==> src/rtl/tmr_pkg.sv <==
package tmr_pkg;

  localparam logic [1:0] PWR_RUN   = 2'b00;
  localparam logic [1:0] PWR_WATCH = 2'b01;

  localparam logic ADDR_CTRL = 1'b0;
  localparam logic ADDR_STAT = 1'b1;

  // log2 of the system divider ratio for each interval-mode select value
  function automatic int unsigned sys_tap_bits(logic [2:0] sel);
    case (sel)
      3'd0:    return 13;
      3'd1:    return 12;
      3'd2:    return 11;
      3'd3:    return 9;
      3'd4:    return 8;
      3'd5:    return 7;
      3'd6:    return 5;
      default: return 1;
    endcase
  endfunction

  // log2 of the slow divider ratio for each time-base select value
  function automatic int unsigned slow_tap_bits(logic [1:0] sel);
    case (sel)
      2'd0:    return 7;
      2'd1:    return 6;
      2'd2:    return 5;
      default: return 2;
    endcase
  endfunction

  // true when the low 'bits' bits of a divider are all ones (carry ready)
  function automatic logic tap_ready(logic [15:0] val, int unsigned bits);
    logic [15:0] mask;
    mask = (bits >= 16) ? 16'hFFFF : ((16'd1 << bits) - 16'd1);
    return (val & mask) == mask;
  endfunction

  // overflow set wins over a software clear
  function automatic logic next_flag(logic cur, logic set, logic clr);
    if (set)      return 1'b1;
    else if (clr) return 1'b0;
    else          return cur;
  endfunction

endpackage

==> src/rtl/tmr_sys_prescaler.sv <==
module tmr_sys_prescaler #(
  parameter int PSC_W = 13
) (
  input  logic       clk,
  input  logic       rst_n,
  input  logic       run,
  input  logic [2:0] sel,
  output logic       tick
);
  import tmr_pkg::*;

  logic [PSC_W-1:0] psc_q;

  always_ff @(posedge clk or negedge rst_n) begin
    if (!rst_n)   psc_q <= '0;
    else if (run) psc_q <= psc_q + 1'b1;
  end

  assign tick = run && tap_ready(16'(psc_q), sys_tap_bits(sel));

endmodule

==> src/rtl/tmr_slow_source.sv <==
module tmr_slow_source #(
  parameter int PSC_W       = 7,
  parameter int SYNC_STAGES = 2
) (
  input  logic       clk,
  input  logic       rst_n,
  input  logic       slow_clk,
  input  logic       run,
  input  logic       clr,
  input  logic [1:0] sel,
  output logic       edge_o,
  output logic       tick_o
);
  import tmr_pkg::*;

  logic [SYNC_STAGES-1:0] sync_q;
  logic                   prev_q;
  logic [PSC_W-1:0]       psc_q;

  always_ff @(posedge clk or negedge rst_n) begin
    if (!rst_n) begin
      sync_q <= '0;
      prev_q <= 1'b0;
    end else begin
      sync_q <= {sync_q[SYNC_STAGES-2:0], slow_clk};
      prev_q <= sync_q[SYNC_STAGES-1];
    end
  end

  assign edge_o = sync_q[SYNC_STAGES-1] && !prev_q;

  always_ff @(posedge clk or negedge rst_n) begin
    if (!rst_n)              psc_q <= '0;
    else if (clr)            psc_q <= '0;
    else if (edge_o && run)  psc_q <= psc_q + 1'b1;
  end

  assign tick_o = edge_o && run && tap_ready(16'(psc_q), slow_tap_bits(sel));

endmodule

==> src/rtl/tmr_count_core.sv <==
module tmr_count_core #(
  parameter int CNT_W = 8
) (
  input  logic             clk,
  input  logic             rst_n,
  input  logic             evt,
  input  logic             clr,
  input  logic             flag_clr,
  output logic [CNT_W-1:0] cnt,
  output logic             flag,
  output logic             ovf
);
  import tmr_pkg::*;

  assign ovf = evt && !clr && (&cnt);

  always_ff @(posedge clk or negedge rst_n) begin
    if (!rst_n) begin
      cnt  <= '0;
      flag <= 1'b0;
    end else begin
      if (clr)      cnt <= '0;
      else if (evt) cnt <= cnt + 1'b1;
      flag <= next_flag(flag, ovf, flag_clr);
    end
  end

endmodule

==> src/rtl/dual_mode_timer.sv <==
module dual_mode_timer #(
  parameter int CNT_W       = 8,
  parameter int SYS_PSC_W   = 13,
  parameter int SLOW_PSC_W  = 7,
  parameter int SYNC_STAGES = 2
) (
  input  logic             clk,
  input  logic             rst_n,
  input  logic             slow_clk,
  input  logic [1:0]       pwr_state,
  input  logic             wr_en,
  input  logic             wr_addr,
  input  logic [3:0]       wr_data,
  output logic [CNT_W-1:0] cnt_o,
  output logic [3:0]       ctrl_o,
  output logic             ovf_flag_o,
  output logic             irq_en_o,
  output logic             irq_o
);
  import tmr_pkg::*;

  logic [3:0] ctrl_q;
  logic       irq_en_q;
  logic       wr_ok, ctrl_wr, stat_wr;
  logic       iv_run, tb_run, mode_tb;
  logic       sys_tick, slow_edge, slow_tick;
  logic       cnt_evt, ovf_evt, clr_evt, flag_clr;

  assign iv_run  = (pwr_state == PWR_RUN);
  assign tb_run  = (pwr_state == PWR_RUN) || (pwr_state == PWR_WATCH);
  assign mode_tb = ctrl_q[3];

  assign wr_ok    = wr_en && iv_run;
  assign ctrl_wr  = wr_ok && (wr_addr == ADDR_CTRL);
  assign stat_wr  = wr_ok && (wr_addr == ADDR_STAT);
  assign clr_evt  = ctrl_wr && wr_data[3] && wr_data[2];
  assign flag_clr = stat_wr && !wr_data[0];

  always_ff @(posedge clk or negedge rst_n) begin
    if (!rst_n) begin
      ctrl_q   <= '0;
      irq_en_q <= 1'b0;
    end else begin
      if (ctrl_wr) ctrl_q   <= wr_data;
      if (stat_wr) irq_en_q <= wr_data[1];
    end
  end

  tmr_sys_prescaler #(.PSC_W(SYS_PSC_W)) u_sys_psc (
    .clk  (clk),
    .rst_n(rst_n),
    .run  (iv_run),
    .sel  (ctrl_q[2:0]),
    .tick (sys_tick)
  );

  tmr_slow_source #(.PSC_W(SLOW_PSC_W), .SYNC_STAGES(SYNC_STAGES)) u_slow (
    .clk     (clk),
    .rst_n   (rst_n),
    .slow_clk(slow_clk),
    .run     (tb_run),
    .clr     (clr_evt),
    .sel     (ctrl_q[1:0]),
    .edge_o  (slow_edge),
    .tick_o  (slow_tick)
  );

  assign cnt_evt = mode_tb ? slow_tick : sys_tick;

  tmr_count_core #(.CNT_W(CNT_W)) u_core (
    .clk     (clk),
    .rst_n   (rst_n),
    .evt     (cnt_evt),
    .clr     (clr_evt),
    .flag_clr(flag_clr),
    .cnt     (cnt_o),
    .flag    (ovf_flag_o),
    .ovf     (ovf_evt)
  );

  assign ctrl_o   = ctrl_q;
  assign irq_en_o = irq_en_q;
  assign irq_o    = ovf_flag_o && irq_en_q;

endmodule

==> config.mk <==
export PLATFORM = sky130hd
export DESIGN_NAME = dual_mode_timer
export DESIGN_NICKNAME = d
export VERILOG_FILES = /design/src/rtl/tmr_pkg.sv /design/src/rtl/tmr_sys_prescaler.sv /design/src/rtl/tmr_slow_source.sv /design/src/rtl/tmr_count_core.sv /design/src/rtl/dual_mode_timer.sv
export SDC_FILE = /design/constraint.sdc
export NUM_CORES = 1
export LEC_CHECK = 0
export BUFFER_PORTS_ARGS = -buffer_cell sky130_fd_sc_hd__buf_2
export CORE_MARGIN = 10
export CORE_UTILIZATION = 60
export DETAILED_ROUTE_END_ITERATION = 6
export GPL_TIMING_DRIVEN = 0
export PLACE_DENSITY = 0.9
export SLEW_MARGIN = 5
export SYNTH_ARGS = -nofsm -noshare
export SYNTH_HDL_FRONTEND = slang
export SYNTH_HIERARCHICAL = 1
export SYNTH_SLANG_ARGS = --single-unit
==> constraint.sdc <==
create_clock -name clk -period 4.8 [get_ports clk]
set_input_delay 0.48 -clock clk [delete_from_list [all_inputs] [get_ports clk]]
set_output_delay 0.48 -clock clk [all_outputs]
set_load 0.01 [all_outputs]
==> out/qor.csv, run 1 <==
stage,metric,value,unit
power_and_ir_drop,PnR Total Power,0.780,mW
clock_tree,CTS buffer count,5,
setup_path,flop2flop setup slack,1.96,ns
die,Die Area,5770,µm²
routing,Iter 0 DRT Violations,84,
die,core area,3030,µm²
clock_tree,postcts setup bufs,0,
sta,TNS Setup,0,ns
routing,met2 wire len,1.89,mm
setup_path,critical path class,reg -> reg,
die,width of the die,75.9,µm
clock_tree,Sinks on Clock Net,37,
global_routing,grt total ovfl,0,
placement,detailed placement HPWL,2.82,mm
clock_tree,H-tree Lvls,2,
routing,DR top layer,met4,
die,row cnt,20,
setup_path,crit path DAT,3.08,ns
synthesis,Syn. warnings,6,
sta,RSZ-0062 raised after global routing,no,
setup_path,Critical path buffers and inverters,1,
worst_hold_path,worst min path class,in -> async,
setup_path,cells along the critical path,nand3_1 -> ha_1 -> o211ai_1 -> a311o_1 -> nor4_2 -> mux2_2 -> buf_2 -> nand3_1 -> nor3_1 -> mux2_1,
layout,Layout area overhead,13.3,%
global_routing,pin count of the biggest net entering global routing,38,
clock_tree,hold-fix buffers at CTS,0,
setup_path,Critical Path Max Stage Delay,0.57,ns
global_routing,first-pass GRT wire length,6.55,mm
synthesis,Synth Instances,174,
sta,Final Hold Viols,0,
sta,Setup Skew,0.00864,ns
routing,M1 wire length,1.56,mm
synthesis,"Cell Area, Synth",1880,µm²
routing,DRC violations left,0,
sta,final setup fails,0,
sta,Slew headroom,38.7,%
setup_path,highest-delay cell along the critical path,dfrtp_1,
layout,fillers,233,
setup_path,worst path required time,5.04,ns
layout,"commonest non-fill, non-tap cell in the layout",dfrtp_1,
synthesis,Syn Nets,190,
layout,Nets,222,
global_routing,initial antenna violation count,0,
die,io pins,26,
routing,routed vias/inst,5.65,
power_and_ir_drop,total leakage power,1.00,nW
layout,"commonest non-fill, non-tap cells in the layout","37 x dfrtp_1, 26 x buf_2, 15 x nor2_1, 11 x xor2_1, 9 x nand2_1",
die,Initial Utilization,62.0,%
layout,Antenna diodes,0,
routing,Post-Route WL,3.77,mm
setup_path,Worst setup SP type,flop,
run_status,status,"complete, no violations",
routing,wire per inst,15.0,µm
power_and_ir_drop,maximum vdd drop,0.238,mV
clock_tree,maximum buffer depth of the clock tree,2,
clock_tree,Post-CTS Resized,0,
setup_path,CP most frequent cell,nand3_1,
placement,port bufs,25,
sta,Final Max Slew Viols,0,
sta,shortest period the worst path allows,2.84,ns
clock_tree,CTS tree,done,
sta,Fin Hold WS,0.196,ns
sta,Max Fclk,0.352,GHz
setup_path,"delay-heaviest family, CP",simple AND/OR/NAND/NOR gates,
sta,Slew @ Worst Pin,0.912,ns
sta,part of the cycle the worst path needs,59.1,%
routing,Pre-antenna DRT Iters,4,
clock_tree,CTS root buffer,clkbuf_4,
clock_tree,Clock Pin Slew Worst Setup and Hold Paths,0.11,ns
placement,RePlAce Congestion,0.799,
layout,share of layout cells above drive strength 1,24.2,%
flow_run,max_cap viols,0,
routing,DR vias,1417,
synthesis,syn avg cell area,10.8,µm²
setup_path,Max Fanout on Critical Path,11,
clock_tree,"Clk Latency, worst-skew pair",0.35,ns
routing,Routed Antenna Nets,0,
die,die height,75.9,µm
power_and_ir_drop,PwrDens,366,nW/µm²
global_routing,All-Layer GR Usage,13.6,%
setup_path,Worst Setup End Kind,flop,
global_routing,number of global-route vias before repair,1484,
routing,WL met3,214,µm
cell type report:
cell class	count	area (µm²)	area share, %
buffer	2	8.76	0.412
clock buffer	7	65.1	3.06
clock inverter	1	5.00	0.235
inverter	8	30.0	1.41
multi-input combinational	127	912	42.9
sequential	37	926	43.5
tap	44	55.1	2.59
timing repair buffer	25	125	5.88
per-stage QoR:
stage / utilization, % / setup slack [ns] / instances / cell area (µm²)
final: 70.2 / 1.96 / 251 / 2130
after detailed placement: 67.9 / 1.84 / 243 / 2060
after CTS: 70.2 / 1.93 / 251 / 2130
after global placement: 67.9 / 1.90 / 243 / 2060
after global routing: 70.2 / 1.78 / 251 / 2130
after floorplan: - / 2.23 / 174 / 1880
registers in the layout, summed over array words and instances (netlist names):
name / flops
u_core/cnt: 8
u_sys_psc/psc_q: 13
u_slow/psc_q: 7
irq_en_o: 1
ctrl_o: 4
u_slow/sync_q: 2
u_core/flag: 1
u_slow/prev_q: 1
layer usage:
metal  GRT usage [%]  vias up
met4            7.39        0
met1            13.9      691
li1                -      684
met5               0        -
met2            23.7       32
met3            4.60       10
where the power goes:
part	leakage [nW]	internal (mW)	total (mW)	switching, mW
Sequential	0.474	0.365	0.446	0.0817
Clock	0.0413	0.0848	0.186	0.101
Combinational	0.486	0.0774	0.148	0.0703
Total	1.00	0.527	0.780	0.253
final timing paths:
| check | end | cells after the start | startpoint |
|---|---|---|---|
| setup / recovery | u_core/cnt[7]$_DFFE_PN0P_ | 10 | ctrl_o[1]$_DFFE_PN0P_ |
| hold / removal | u_sys_psc/psc_q[11]$_DFFE_PN0P_ | 1 | rst_n |
| setup reg to reg | u_core/cnt[7]$_DFFE_PN0P_ | 10 | ctrl_o[1]$_DFFE_PN0P_ |
| hold reg to reg | u_slow/sync_q[1]$_DFF_PN0_ | 0 | u_slow/sync_q[0]$_DFF_PN0_ |
| max in group asynchronous | u_sys_psc/psc_q[0]$_DFFE_PN0P_ | 1 | rst_n |
| min in group clk | u_slow/sync_q[0]$_DFF_PN0_ | 1 | slow_clk |
Power figures use the tool's default switching activity.
==> run 2: changes to the inputs <==
--- a/config.mk
+++ b/config.mk
@@ -7,10 +7,10 @@
 export LEC_CHECK = 0
 export BUFFER_PORTS_ARGS = -buffer_cell sky130_fd_sc_hd__buf_2
 export CORE_MARGIN = 10
-export CORE_UTILIZATION = 60
+export CORE_UTILIZATION = 56
 export DETAILED_ROUTE_END_ITERATION = 6
 export GPL_TIMING_DRIVEN = 0
-export PLACE_DENSITY = 0.9
+export PLACE_DENSITY = 0.85
 export SLEW_MARGIN = 5
 export SYNTH_ARGS = -nofsm -noshare
 export SYNTH_HDL_FRONTEND = slang
==> constraint.sdc (replaced) <==
create_clock -name clk -period 2.9 [get_ports clk]
set_input_delay 0.29 -clock clk [delete_from_list [all_inputs] [get_ports clk]]
set_output_delay 0.29 -clock clk [all_outputs]
set_load 0.01 [all_outputs]
==> out/qor.csv, run 2 (same netlist as run 1, synthesis figures left out) <==
stage,metric,value,unit,change
run_status,status,"complete, no violations",,
clock_tree,maximum buffer depth of the clock tree,2,,unchanged
layout,Antenna diodes,0,,unchanged
placement,port bufs,25,,unchanged
setup_path,CP Launch Point,ctrl_o[2]$_DFFE_PN0P_,,
layout,Nets,224,,+0.90%
placement,detailed placement HPWL,2.88,mm,+2.2%
routing,DR vias,1439,,+1.6%
setup_path,cells along the critical path,nand3_1 -> ha_1 -> o211ai_1 -> a311o_1 -> nor4_2 -> mux2_2 -> buf_2 -> nand3_1 -> nor3_1 -> mux2_1,,
setup_path,worst r2r src,ctrl_o[2]$_DFFE_PN0P_,,
sta,final setup fails,0,,unchanged
global_routing,initial antenna violation count,0,,unchanged
layout,Finished Cell Area,2150,µm²,+0.88%
setup_path,worst path required time,3.13,ns,-1.91 ns
setup_path,Critical path buffers and inverters,1,,unchanged
setup_path,crit path DAT,2.95,ns,-0.13 ns
clock_tree,"Clk Latency, worst-skew pair",0.34,ns,about the same
clock_tree,Sinks on Clock Net,37,,unchanged
placement,"Cell Area, Placed",2060,µm²,unchanged
layout,share of layout cells above drive strength 1,26.3,%,+2.2 points
sta,Max Fclk,0.367,GHz,+4.3%
layout,"commonest non-fill, non-tap cell in the layout",dfrtp_1,,
layout,Largest regs,"u_sys_psc/psc_q x13, u_core/cnt x8, u_slow/psc_q x7",,
setup_path,Worst setup SP type,flop,,
setup_path,CP most frequent cell,nand3_1,,
layout,Layout area overhead,14.3,%,
setup_path,highest-delay cell along the critical path,dfrtp_2,,
die,row cnt,20,,unchanged
routing,Pre-antenna DRT Iters,4,,unchanged
global_routing,first-pass GRT wire length,6.69,mm,+2.1%
layout,Register Area,930,µm²,+0.41%
clock_tree,CTS root buffer,clkbuf_4,,
die,Initial Utilization,60.0,%,-2.0 points
placement,RePlAce Congestion,0.795,,-0.48%
layout,max reg flops,13,,unchanged
die,core area,3130,µm²,+3.3%
die,die height,77.9,µm,+2.6%
sta,part of the cycle the worst path needs,93.9,%,+35 points
setup_path,Max Fanout on Critical Path,9,,-2
sta,TNS Setup,0,ns,unchanged
die,width of the die,77.9,µm,+2.6%
clock_tree,Clock Pin Slew Worst Setup and Hold Paths,0.11,ns,about the same
clock_tree,hold-fix buffers at CTS,0,,unchanged
setup_path,Critical Path Sink,u_core/cnt[7]$_DFFE_PN0P_,,
worst_hold_path,worst min path class,in -> async,,
sta,shortest period the worst path allows,2.72,ns,-0.116 ns
sta,Slew @ Worst Pin,0.926,ns,+0.0139 ns
routing,Iter 0 DRT Violations,113,,+35%
setup_path,critical path class,reg -> reg,,
layout,fillers,251,,+7.7%
sta,Final Max Slew Viols,0,,unchanged
routing,Post-Route WL,3.91,mm,+3.7%
routing,DRC violations left,0,,unchanged
setup_path,Reg2Reg Depth,10,,unchanged
setup_path,worst r2r dst,u_core/cnt[7]$_DFFE_PN0P_,,
power_and_ir_drop,PwrDens,607,nW/µm²,+66%
global_routing,All-Layer GR Usage,13.5,%,-0.090 points
power_and_ir_drop,maximum vdd drop,0.333,mV,+40%
sta,Slew headroom,37.8,%,-0.94 points
clock_tree,CTS buffer count,5,,unchanged
setup_path,Worst Setup End Kind,flop,,
global_routing,number of global-route vias before repair,1432,,-3.5%
sta,PnR worst setup slack,0.178,ns,-1.78 ns
flow_run,max_cap viols,0,,unchanged
clock_tree,H-tree Lvls,2,,unchanged
routing,routed vias/inst,5.69,,+0.75%
layout,"commonest non-fill, non-tap cells in the layout","34 x dfrtp_1, 26 x buf_2, 15 x nor2_1, 11 x xor2_1, 9 x nand2_1",,
sta,RSZ-0062 raised after global routing,no,,
setup_path,Critical Path Max Stage Delay,0.47,ns,-0.10 ns
clock_tree,CTS tree,done,,
routing,wire per inst,15.4,µm,+2.9%
sta,Setup Skew,0.00876,ns,+0.000124 ns
layout,Top reg by flops,u_sys_psc/psc_q,,
routing,Routed Antenna Nets,0,,unchanged
global_routing,grt total ovfl,0,,unchanged
global_routing,pin count of the biggest net entering global routing,38,,unchanged
die,io pins,26,,unchanged
setup_path,"delay-heaviest family, CP",simple AND/OR/NAND/NOR gates,,
setup_path,Levels on crit path,10,,unchanged
layout,area occupied by multi-input gates,912,µm²,unchanged
setup_path,flop2flop setup slack,0.18,ns,-1.78 ns
die,Die Area,6070,µm²,+5.2%
layout,Post-Route Utilization,68.6,%,-1.6 points
placement,dpl ws,0.0572,ns,-1.78 ns
power_and_ir_drop,total leakage power,1.01,nW,+0.65%
sta,Final Hold Viols,0,,unchanged
-- run 2: changes by cell type in the layout (fill, tap and decap cells not counted), sizes merged --
cell,previous run,this run
buf,26,28
-- run 2: stage by stage --
step / hold WS (ns) / power [mW] / instances
2_1_floorplan: -0.00559 / 0.893 / 174
3_3_place_gp: 0.334 / 0.972 / 243
3_5_place_dp: 0.335 / 0.995 / 243
4_1_cts: 0.0343 / 1.30 / 251
5_1_grt: 0.0259 / 1.39 / 253
6_report: 0.0207 / 1.30 / 253
-- run 2: power by group --
group | switching (mW) | internal (mW)
clock | 0.164 | 0.140
combinational | 0.132 | 0.137
sequential | 0.123 | 0.605
-- run 2: worst min path at each step --
stage / from / end / cells past startpoint
after floorplan: rst_n / ctrl_o[0]$_DFFE_PN0P_ / 0
after global placement: u_slow/sync_q[0]$_DFF_PN0_ / u_slow/sync_q[1]$_DFF_PN0_ / 0
after detailed placement: u_slow/sync_q[0]$_DFF_PN0_ / u_slow/sync_q[1]$_DFF_PN0_ / 0
after CTS: slow_clk / u_slow/sync_q[0]$_DFF_PN0_ / 1
after global routing: slow_clk / u_slow/sync_q[0]$_DFF_PN0_ / 1
final: rst_n / u_slow/psc_q[6]$_DFFE_PN0P_ / 1
-- run 2: layer usage --
layer | routed length [µm] | GRT usage [%] | vias up
met2 | 1920 | 22.7 | 46
met4 | 48 | 4.12 | 0
met5 | 0 | 0 | -
met3 | 287 | 5.99 | 6
li1 | - | - | 688
met1 | 1650 | 15.0 | 699
-- run 2: repair_timing --
action	CTS	global route
gates resized for setup	0	3
endpoints found under the setup margin	0	3
buffers inserted	0	2
-- run 2: area by class of cell --
class,instances,area share [%]
Sequential cell,37,43.3
Multi-Input combinational cell,127,42.5
Timing Repair Buffer,27,6.53
Clock buffer,7,3.03
Tap cell,44,2.57
Inverter,8,1.40
Buffer,2,0.408
Clock inverter,1,0.233
==> run 3: changes to the inputs <==
--- a/config.mk
+++ b/config.mk
@@ -11,6 +11,7 @@
 export DETAILED_ROUTE_END_ITERATION = 6
 export GPL_TIMING_DRIVEN = 0
 export PLACE_DENSITY = 0.85
+export SETUP_SLACK_MARGIN = 0.3
 export SLEW_MARGIN = 5
 export SYNTH_ARGS = -nofsm -noshare
 export SYNTH_HDL_FRONTEND = slang
==> out/qor.csv, run 3 (same netlist as run 1, synthesis figures left out) <==
stage,metric,value,unit,change
global_routing,number of global-route vias before repair,1446,,+0.98%
layout,Largest regs,"u_sys_psc/psc_q x13, u_core/cnt x8, u_slow/psc_q x7",,
die,width of the die,77.9,µm,unchanged
layout,max reg flops,13,,unchanged
routing,wire per inst,15.9,µm,+2.9%
clock_tree,CTS buffer count,5,,unchanged
routing,DRC violations left,0,,unchanged
setup_path,flop2flop setup slack,0.40,ns,+0.22 ns
clock_tree,"Clk Latency, worst-skew pair",0.34,ns,about the same
sta,Max Fclk,0.399,GHz,+8.7%
layout,Finished Cell Area,2170,µm²,+1.2%
sta,PnR worst setup slack,0.395,ns,+0.217 ns
flow_run,max_cap viols,0,,unchanged
clock_tree,maximum buffer depth of the clock tree,2,,unchanged
setup_path,worst path required time,3.13,ns,about the same
routing,Iter 0 DRT Violations,100,,-12%
placement,"Cell Area, Placed",2060,µm²,unchanged
die,io pins,26,,unchanged
worst_hold_path,worst min path class,in -> async,,
layout,"commonest non-fill, non-tap cells in the layout","34 x dfrtp_1, 25 x buf_2, 15 x nor2_1, 11 x xor2_1",,
die,Initial Utilization,60.0,%,unchanged
routing,routed vias/inst,5.72,,+0.51%
power_and_ir_drop,total leakage power,1.02,nW,+0.93%
placement,DP Cell Count,243,,unchanged
placement,port bufs,25,,unchanged
layout,Post-Route Utilization,69.4,%,+0.84 points
sta,Slew headroom,35.1,%,-2.7 points
global_routing,All-Layer GR Usage,13.6,%,+0.075 points
setup_path,Critical Path Sink,u_core/cnt[7]$_DFFE_PN0P_,,
placement,dpl ws,0.0572,ns,unchanged
clock_tree,Clock Pin Slew Worst Setup and Hold Paths,0.11,ns,about the same
global_routing,initial antenna violation count,0,,unchanged
setup_path,Worst setup SP type,flop,,
power_and_ir_drop,maximum vdd drop,0.381,mV,+14%
layout,Antenna diodes,0,,unchanged
setup_path,Worst Setup End Kind,flop,,
routing,Post-Route WL,4.04,mm,+3.4%
setup_path,worst r2r dst,u_core/cnt[7]$_DFFE_PN0P_,,
routing,DR vias,1452,,+0.90%
global_routing,first-pass GRT wire length,6.72,mm,+0.51%
sta,Setup Skew,0.00680,ns,-0.00196 ns
die,row cnt,20,,unchanged
layout,Layout area overhead,15.7,%,
clock_tree,H-tree Lvls,2,,unchanged
die,Die Area,6070,µm²,unchanged
sta,part of the cycle the worst path needs,86.4,%,-7.5 points
global_routing,grt total ovfl,0,,unchanged
sta,shortest period the worst path allows,2.50,ns,-0.217 ns
die,core area,3130,µm²,unchanged
setup_path,critical path class,reg -> reg,,
sta,final setup fails,0,,unchanged
sta,Fin Hold WS,0.0209,ns,+0.000180 ns
layout,"commonest non-fill, non-tap cell in the layout",dfrtp_1,,
sta,Slew @ Worst Pin,0.966,ns,+0.0404 ns
sta,TNS Setup,0,ns,unchanged
global_routing,pin count of the biggest net entering global routing,38,,unchanged
clock_tree,Sinks on Clock Net,37,,unchanged
layout,final cell count without fillers,254,,+0.40%
sta,Final Hold Viols,0,,unchanged
placement,detailed placement HPWL,2.88,mm,unchanged
clock_tree,CTS tree,done,,
setup_path,worst r2r src,ctrl_o[1]$_DFFE_PN0P_,,
layout,Top reg by flops,u_sys_psc/psc_q,,
setup_path,CP Launch Point,ctrl_o[1]$_DFFE_PN0P_,,
setup_path,Reg2Reg Depth,9,,-1
sta,RSZ-0062 raised after global routing,no,,
clock_tree,CTS root buffer,clkbuf_4,,
routing,Pre-antenna DRT Iters,4,,unchanged
placement,RePlAce Congestion,0.795,,unchanged
power_and_ir_drop,PnR Total Power,1.31,mW,+0.97%
power_and_ir_drop,PwrDens,605,nW/µm²,-0.25%
setup_path,crit path DAT,2.74,ns,-0.21 ns
sta,Final Max Slew Viols,0,,unchanged
setup_path,Max Fanout on Critical Path,10,,+1
die,die height,77.9,µm,unchanged
layout,Nets,225,,+0.45%
run_status,status,"complete, no violations",,
layout,share of layout cells above drive strength 1,28.1,%,+1.8 points
routing,Routed Antenna Nets,0,,unchanged
run 3: critical path, stage by stage (launching register included):
cell       delay, ns
dfrtp_2         0.37
buf_4           0.17
nor2_1          0.06
o21ba_2         0.20
a2111oi_0       0.51
mux2_4          0.27
buf_4           0.15
nand3_2         0.11
nor3_2          0.20
mux2_1          0.35
run 3: how the worst min path moves through the flow:
| stage | depth (start not counted) | from | slack [ns] | to |
|---|---|---|---|---|
| after detailed placement | 0 | u_slow/sync_q[0]$_DFF_PN0_ | 0.33 | u_slow/sync_q[1]$_DFF_PN0_ |
| after global placement | 0 | u_slow/sync_q[0]$_DFF_PN0_ | 0.33 | u_slow/sync_q[1]$_DFF_PN0_ |
| after CTS | 1 | slow_clk | 0.03 | u_slow/sync_q[0]$_DFF_PN0_ |
| after floorplan | 0 | rst_n | -0.006 | ctrl_o[0]$_DFFE_PN0P_ |
| final | 1 | rst_n | 0.02 | u_slow/psc_q[6]$_DFFE_PN0P_ |
| after global routing | 1 | slow_clk | 0.02 | u_slow/sync_q[0]$_DFF_PN0_ |
run 3: report_power, final:
group | internal, mW | switching (mW)
registers | 0.605 | 0.116
logic | 0.142 | 0.143
clock network | 0.141 | 0.168
total | 0.887 | 0.427
run 3: routing by layer:
metal	vias to the layer above	GRT usage, %	part of all wire (%)
met5	-	0	0
met4	0	4.12	1.2
met3	6	5.99	6.5
met2	40	22.9	49
met1	720	15.1	43
li1	686	-	-
run 3: cell type report:
class                   count  area (µm²)
inverters                   8        30.0
multi-input cells         127         928
repair buffers             28         148
flip-flops and latches     37         930
clock buffers               7        65.1
clock inverters             1        5.00
fillers                   248         956
well taps                  44        55.1
plain buffers               2        11.3
run 3: what timing repair did:
action / 4_1_cts / 5_1_grt
resized for setup: 4 / 5
pin swaps: 0 / 3
hold buffers: 0 / 0
endpoints found under the setup margin: 4 / 3
setup buffers: 3 / 0
